==> config.mk <==
export PLATFORM = sky130hd
export DESIGN_NAME = adc_gain_offset_corr
export DESIGN_NICKNAME = d
export VERILOG_FILES = /design/src/rtl/gocorr_pkg.sv /design/src/rtl/gocorr_offset_stage.sv /design/src/rtl/gocorr_scale_stage.sv /design/src/rtl/adc_gain_offset_corr.sv
export SDC_FILE = /design/constraint.sdc
export NUM_CORES = 1
export LEC_CHECK = 0
export BUFFER_PORTS_ARGS = -buffer_cell sky130_fd_sc_hd__buf_2
export CAP_MARGIN = 15
export CORE_ASPECT_RATIO = 0.8
export CORE_MARGIN = 2
export CORE_UTILIZATION = 55
export CTS_CLUSTER_SIZE = 24
export DETAILED_ROUTE_END_ITERATION = 10
export GPL_ROUTABILITY_DRIVEN = 0
export PLACE_DENSITY = 0.73
export SLEW_MARGIN = 20
export SYNTH_ARGS = -nofsm -noshare
export SYNTH_HDL_FRONTEND = slang
export SYNTH_HIERARCHICAL = 1
export SYNTH_SLANG_ARGS = --single-unit
==> constraint.sdc <==
create_clock -name clk -period 8.36 [get_ports clk]
set_input_delay 1.254 -clock clk [delete_from_list [all_inputs] [get_ports clk]]
set_output_delay 1.254 -clock clk [all_outputs]
set_load 0.05 [all_outputs]
==> src/rtl/gocorr_pkg.sv <==
package gocorr_pkg;
  localparam int DATA_W    = 12;
  localparam int GAIN_W    = 12;
  localparam int GAIN_FRAC = 11;
  localparam int DIFF_W    = DATA_W + 2;

  typedef struct packed {
    logic                     vld;
    logic                     en;
    logic [DATA_W-1:0]        raw;
    logic signed [DIFF_W-1:0] diff;
    logic [GAIN_W-1:0]        gain;
  } s1_t;
endpackage

==> src/rtl/gocorr_offset_stage.sv <==
module gocorr_offset_stage
  import gocorr_pkg::*;
#(
  parameter int DW = DATA_W,
  parameter int GW = GAIN_W
) (
  input  logic          clk,
  input  logic          rst,
  input  logic          in_vld,
  input  logic [DW-1:0] in_raw,
  input  logic          in_en,
  input  logic [GW-1:0] in_gain,
  input  logic [DW-1:0] in_off,
  output s1_t           s1
);
  localparam int DFW = DW + 2;

  logic signed [DFW-1:0] diff_c;

  // raw is unsigned, offset is two's complement; both widened to DFW
  always_comb begin
    diff_c = $signed({2'b00, in_raw}) - DFW'($signed(in_off));
  end

  always_ff @(posedge clk) begin
    if (rst) begin
      s1 <= '0;
    end else begin
      s1.vld <= in_vld;
      if (in_vld) begin
        s1.en   <= in_en;
        s1.raw  <= in_raw;
        s1.diff <= diff_c;
        s1.gain <= in_gain;
      end
    end
  end
endmodule

==> src/rtl/gocorr_scale_stage.sv <==
module gocorr_scale_stage
  import gocorr_pkg::*;
#(
  parameter int DW        = DATA_W,
  parameter int GW        = GAIN_W,
  parameter int FRAC      = GAIN_FRAC,
  parameter bit ROUND_NEAR = 1'b1
) (
  input  logic          clk,
  input  logic          rst,
  input  s1_t           s1,
  output logic          out_vld,
  output logic [DW-1:0] out_data
);
  localparam int DFW    = DW + 2;
  localparam int PROD_W = DFW + GW + 1;
  localparam logic signed [PROD_W-1:0] HALF_LSB =
    {{(PROD_W-FRAC){1'b0}}, 1'b1, {(FRAC-1){1'b0}}};
  localparam logic signed [PROD_W-1:0] MAX_OUT =
    {{(PROD_W-DW){1'b0}}, {DW{1'b1}}};

  logic signed [PROD_W-1:0] prod;
  logic signed [PROD_W-1:0] biased;
  logic signed [PROD_W-1:0] scaled;
  logic [DW-1:0]            clamped;
  logic [DW-1:0]            next_data;

  always_comb begin
    prod = PROD_W'(s1.diff) * PROD_W'($signed({1'b0, s1.gain}));
  end

  generate
    if (ROUND_NEAR) begin : g_round
      always_comb biased = prod + HALF_LSB;
    end else begin : g_trunc
      always_comb biased = prod;
    end
  endgenerate

  always_comb begin
    scaled = biased >>> FRAC;
    if (scaled < 0)
      clamped = '0;
    else if (scaled > MAX_OUT)
      clamped = '1;
    else
      clamped = scaled[DW-1:0];
    next_data = s1.en ? clamped : s1.raw;
  end

  always_ff @(posedge clk) begin
    if (rst) begin
      out_vld  <= 1'b0;
      out_data <= '0;
    end else begin
      out_vld <= s1.vld;
      if (s1.vld)
        out_data <= next_data;
    end
  end
endmodule

==> src/rtl/adc_gain_offset_corr.sv <==
module adc_gain_offset_corr
  import gocorr_pkg::*;
#(
  parameter int DW   = DATA_W,
  parameter int GW   = GAIN_W,
  parameter int FRAC = GAIN_FRAC
) (
  input  logic          clk,
  input  logic          rst,
  input  logic          raw_valid,
  input  logic [DW-1:0] raw_data,
  input  logic          corr_en,
  input  logic [GW-1:0] gain_word,
  input  logic [DW-1:0] offset_word,
  output logic          res_valid,
  output logic [DW-1:0] res_data
);
  s1_t s1;

  gocorr_offset_stage #(.DW(DW), .GW(GW)) u_off (
    .clk     (clk),
    .rst     (rst),
    .in_vld  (raw_valid),
    .in_raw  (raw_data),
    .in_en   (corr_en),
    .in_gain (gain_word),
    .in_off  (offset_word),
    .s1      (s1)
  );

  gocorr_scale_stage #(.DW(DW), .GW(GW), .FRAC(FRAC), .ROUND_NEAR(1'b1)) u_scl (
    .clk      (clk),
    .rst      (rst),
    .s1       (s1),
    .out_vld  (res_valid),
    .out_data (res_data)
  );
endmodule

# Word-level counts from Yosys, hierarchy flattened
# Cells that the tools add are included.
dict set report op_classes {
  addsub 2
  multipliers 1
  n_lt_le_gt_ge 2
  n_mux 3
}
# cell count
set op_table {}
lappend op_table {{$mux 12} 3}
lappend op_table {{$add 27x12->27 const B} 1}
lappend op_table {{$mul 14x13->27} 1}
lappend op_table {{$gt 16x13->1 const B} 1}
lappend op_table {{$lt 16x1->1 const B} 1}
lappend op_table {{$sub 13x12->14} 1}
dict set report totals {
  ff_bits 53
  output_inout_bits 13
  elab_cells 15
}

# Logic depth before layout (Yosys ltp)
dict set report logic_depth {
  word_depth 6
  mapped_depth 22
  depth_no_buf 21
}

# By module
# Netlist, hierarchy kept.
# mod instances cells_each area_per_inst_um2 seq_area_each_um2
set modules_own_cells {}
lappend modules_own_cells {gocorr_scale_stage 1 790 7106.8 260.2}
lappend modules_own_cells {gocorr_offset_stage 1 225 1989.4 800.8}

# Least setup slack after synthesis
# No wires, ideal clock.
dict set report synth_path {
  path_kind {register to register}
  from {register u_off/s1[25] (netlist name)}
  to {register u_scl.out_data[11]}
  setup_ns 0.086
  t_arrival_ns 5.985
  path_slack_ns 2.289
  stages_incl_launch_ff 21
  synth_period_minus_slack_ns 6.071
  path_cell_list {dfxtp_1 > clkbuf_1 > nand2_1 > fa_1 > fa_1 > inv_1 > fa_1 > inv_1 > fa_1 > inv_1 > fa_1 > ha_1 > ha_1 > a21oi_1 > o21ai_0 > a211oi_1 > nor3_2 > a311oi_2 > mux2_2 > o21bai_1 > a211oi_1}
}
dict set report synth_between {
  elab_chain_cells 6
  elab_cells_between_ends 7
  cone_classes {1 x add/sub; 1 x mul; 2 x order compare; 3 x mux}
}
# element line_no
set synth_rtl {}
lappend synth_rtl {{$mul 14x13->27 (*)} gocorr_scale_stage.sv:29} ;# prod = PROD_W'(s1.diff) * PROD_W'($signed({1'b0, s1.gain}));
lappend synth_rtl {{$add 27x12->27 (*)} gocorr_scale_stage.sv:34} ;# always_comb biased = prod + HALF_LSB;
lappend synth_rtl {{$gt 16x13->1} gocorr_scale_stage.sv:44} ;# else if (scaled > MAX_OUT)
lappend synth_rtl {{$mux 12} gocorr_scale_stage.sv:44}
lappend synth_rtl {{$mux 12 (*)} gocorr_scale_stage.sv:42} ;# if (scaled < 0)
lappend synth_rtl {{$mux 12 (*)} gocorr_scale_stage.sv:48} ;# next_data = s1.en ? clamped : s1.raw;
lappend synth_rtl {{end signal: assignment} gocorr_scale_stage.sv:58} ;# out_data <= next_data;
lappend synth_rtl {{end: declaration} gocorr_scale_stage.sv:13} ;# output logic [DW-1:0] out_data
# Mark *: on every way between the ends. The rest lies on a longest branch, timed or not.
# A chain may end at the register's enable or synchronous reset.

# Worst setup path in the final report
dict set report layout_path {
  from {register u_off/s1[25] (netlist name)}
  to {register u_scl.out_data[7]}
}
dict set report layout_between {
  elab_chain_cells 6
  elab_cells_between_ends 7
  cone_classes {1 x add/sub; 1 x mul; 2 x order compare; 3 x mux}
}
# element line_no
set layout_rtl {}
lappend layout_rtl {{$mul 14x13->27 (*)} gocorr_scale_stage.sv:29}
lappend layout_rtl {{$add 27x12->27 (*)} gocorr_scale_stage.sv:34}
lappend layout_rtl {{$gt 16x13->1} gocorr_scale_stage.sv:44}
lappend layout_rtl {{$mux 12} gocorr_scale_stage.sv:44}
lappend layout_rtl {{$mux 12 (*)} gocorr_scale_stage.sv:42}
lappend layout_rtl {{$mux 12 (*)} gocorr_scale_stage.sv:48}
# Marks and branches as above.

==> results.cfg <==
[sta]
relSlewSlack_pct = 56.1
drv_slew = 0
period_needed_ns = 6.69
tightest_slew_ns = 0.652
fmax_mhz = 149
hold_viol_final = 0
rsz0062_at_grt = no
setup_violations = 0
min_period_over_period_pct = 80.0
skew_ns = 0.00915
final.setup.tns_ns = 0

[drt]
drcViolationCount = 0
detail_route.vias_per_cell = 5.46
drtIter0Drc = 496
drtAntennaViolNets = 0
vias = 6874
routed_wl_microns = 20600
wl_per_cell_microns = 16.4
drt_pre_antenna_iters = 7

[run]
drv_cap = 0

[final_layout]
layout-drive-gt1-share_pct = 7.99
syn2layout_area_growth_pct = 6.42
nets = 1327
final_cells = 1259
fin_util_pct = 59.2
multi_input_area_sq_mm = 0.00716
register_area_sq_mm = 0.00106
antenna_cells = 0
fillCellCount = 1483

[synthesis]
yosysMostFrequentCell = inv_1
ys.flop_type = dfxtp_1
ys_top_cells_by_count = inv_1, fa_1, nand2_1
yosysWarnings = 6
synth_area_sq_mm = 0.00910
synth_top_area_share_pct = 35.0
ys_seq_area_share_pct = 11.7
synthArstFlopShare_pct = 0
syn_nets = 1304
synth-edff-count = 0
post-synth-top-area-cell = fa_1
synth-seq-cells = 53
synthCells = 1015
synthTopCellsByArea = fa_1, ha_1, dfxtp_1
yosysUniqueCellTypes = 61
syn_area_per_cell_sq_um = 8.96

[worst_setup_path]
worstPathRequired_ns = 8.58
critPathLaunchType = flip-flop
crit_start = u_off/s1[25]$_SDFFE_PP0P_
reg2reg_from = u_off/s1[25]$_SDFFE_PP0P_
critPathKind = flip-flop to flip-flop
critPathMaxFanout = 13
arrival_ns = 6.91
worstSetupEndpointType = flip-flop

[power_and_ir_drop]
clockPowerShare_pct = 21.2
power_switching_mw = 0.557
ir_worst_vdd_mv = 0.124
intPower_mw = 0.694
p_per_area_mw_per_mm2 = 129
total_power_mw = 1.25
power_frac_comb_pct = 52.9
swShare_pct = 44.5
seqPwrFrac_pct = 25.9
cellLeakagePower_nw = 5.01

[floorplan]
die_x_microns = 148
die_area_sq_mm = 0.0176
rows = 42
ioPinCount = 53
start_util_pct = 55.7
core-area_sq_mm = 0.0163
die_h_microns = 119

[clock_tree]
cts_setup_buffers = 0
postCtsHoldBufs = 0
cts-resized-gates = 0
cts-buffers-inserted = 5
clk_pin_slew_ns = 0.08
root_buffer = clkbuf_16
clockBufferDepth = 2
cts_tree = done
cts_sinks = 53
htreeDepth = 2
clock_latency_ns = 0.31

[min_path]
min_path_type = flip-flop to flip-flop
worstHoldStart = u_scl/out_data[11]$_SDFFE_PP0P_

[placed_design]
io_buffers = 52
dp_hpwl_microns = 16700
placed_cells = 1251

[global_route]
grt_pass1_vias = 7171
gr-total-overflow = 0
grt_use_total_pct = 25.7
antenna_found_initial = 0
grt_max_degree = 47
grt_pass1_wl_microns = 36200

[run_status]
status = completed
==> power by group through the flow <==
stage / sequential (mW) / combinational [mW] / clock [mW]
after CTS: 0.324 / 0.663 / 0.270
after detailed placement: 0.330 / 0.655 / 0
after floorplan: 0.306 / 0.509 / 0
after global routing: 0.329 / 0.750 / 0.281
final: 0.325 / 0.661 / 0.265
after global placement: 0.329 / 0.647 / 0
==> per-stage QoR <==
stage / setup WS (ns) / cell area (sq um) / hold WS [ns]
4_1_cts: 1.67 / 9680 / 0.493
3_5_place_dp: 1.75 / 9500 / 0.478
6_report: 1.67 / 9680 / 0.493
3_3_place_gp: 1.89 / 9500 / 0.471
5_1_grt: 1.23 / 9680 / 0.530
2_1_floorplan: 2.29 / 9100 / 0.441
==> path summary, 6_finish.rpt <==
path | end | slack, ns | cells after the start
worst max-delay path | u_scl/out_data[7]$_SDFFE_PP0P_ | 1.67 | 20
worst min-delay path | u_scl/out_data[11]$_SDFFE_PP0P_ | 0.49 | 2
worst max register to register | u_scl/out_data[7]$_SDFFE_PP0P_ | 1.67 | 20
worst min register to register | u_scl/out_data[11]$_SDFFE_PP0P_ | 0.49 | 2
==> worst max-delay path: stages (launching register included) <==
cell and delay (ns):
dfxtp_1 0.61, and2_1 0.24, inv_1 0.07, fa_1 0.50, fa_1 0.75, inv_1 0.21
fa_1 0.54, inv_1 0.05, fa_1 0.53, inv_1 0.05, fa_1 0.43, ha_1 0.29
ha_1 0.33, a21oi_1 0.29, o21ai_0 0.16, a211oi_1 0.25, nor3_2 0.13, a311oi_2 0.34
mux2_2 0.42, o21bai_1 0.17, a211oi_1 0.24
==> registers in the layout, summed over array words and instances, names as in the netlist <==
register        count
u_off/s1           40
u_scl/out_vld       1
u_scl/out_data     12
==> layout make-up <==
class / count / area share (%)
tap: 220 / 2.84
multi-input combinational: 730 / 74.0
sequential: 53 / 11.0
clock buffer: 6 / 1.43
clock inverter: 2 / 0.427
inverter: 194 / 7.52
timing repair buffer: 54 / 2.84
==> kinds of logic (layout without fill, tap and decap cells) <==
logic type	count (synthesis)	after routing	share of synthesized area, %
adders and majority gates	249	249	47.4
muxes	27	27	2.98
and+or+nand+nor	297	297	15.8
xor gates and xnor gates	30	30	2.89
DFF	53	53	11.7
AOI/OAI and AO/OA	127	127	9.64
buffers and inverters	232	256	9.61
==> layout by cell type (no fill, tap or decap), types with 5 or more instances in the layout <==
cell type / count
a211oi_1: 16
a21o_1: 7
a21oi_1: 28
and2_1: 79
and3_1: 5
buf_2: 52
clkbuf_16: 5
dfxtp_1: 53
fa_1: 159
ha_1: 90
inv_1: 194
mux2i_1: 26
nand2_1: 111
nand2b_1: 5
nand3_1: 7
nand4_1: 5
nor2_1: 55
nor3_1: 12
o21a_1: 5
o21ai_0: 18
o21ai_1: 5
o21bai_1: 5
o22ai_1: 11
xnor2_1: 19
xor2_1: 11
==> routing by layer <==
layer	part of all wire, %	global-route usage, %
met2	46	41.7
met1	48	38.6
met3	5.1	2.30
met4	0.67	3.55
met5	0	0
No activity file was read; power rests on OpenSTA's default activity.
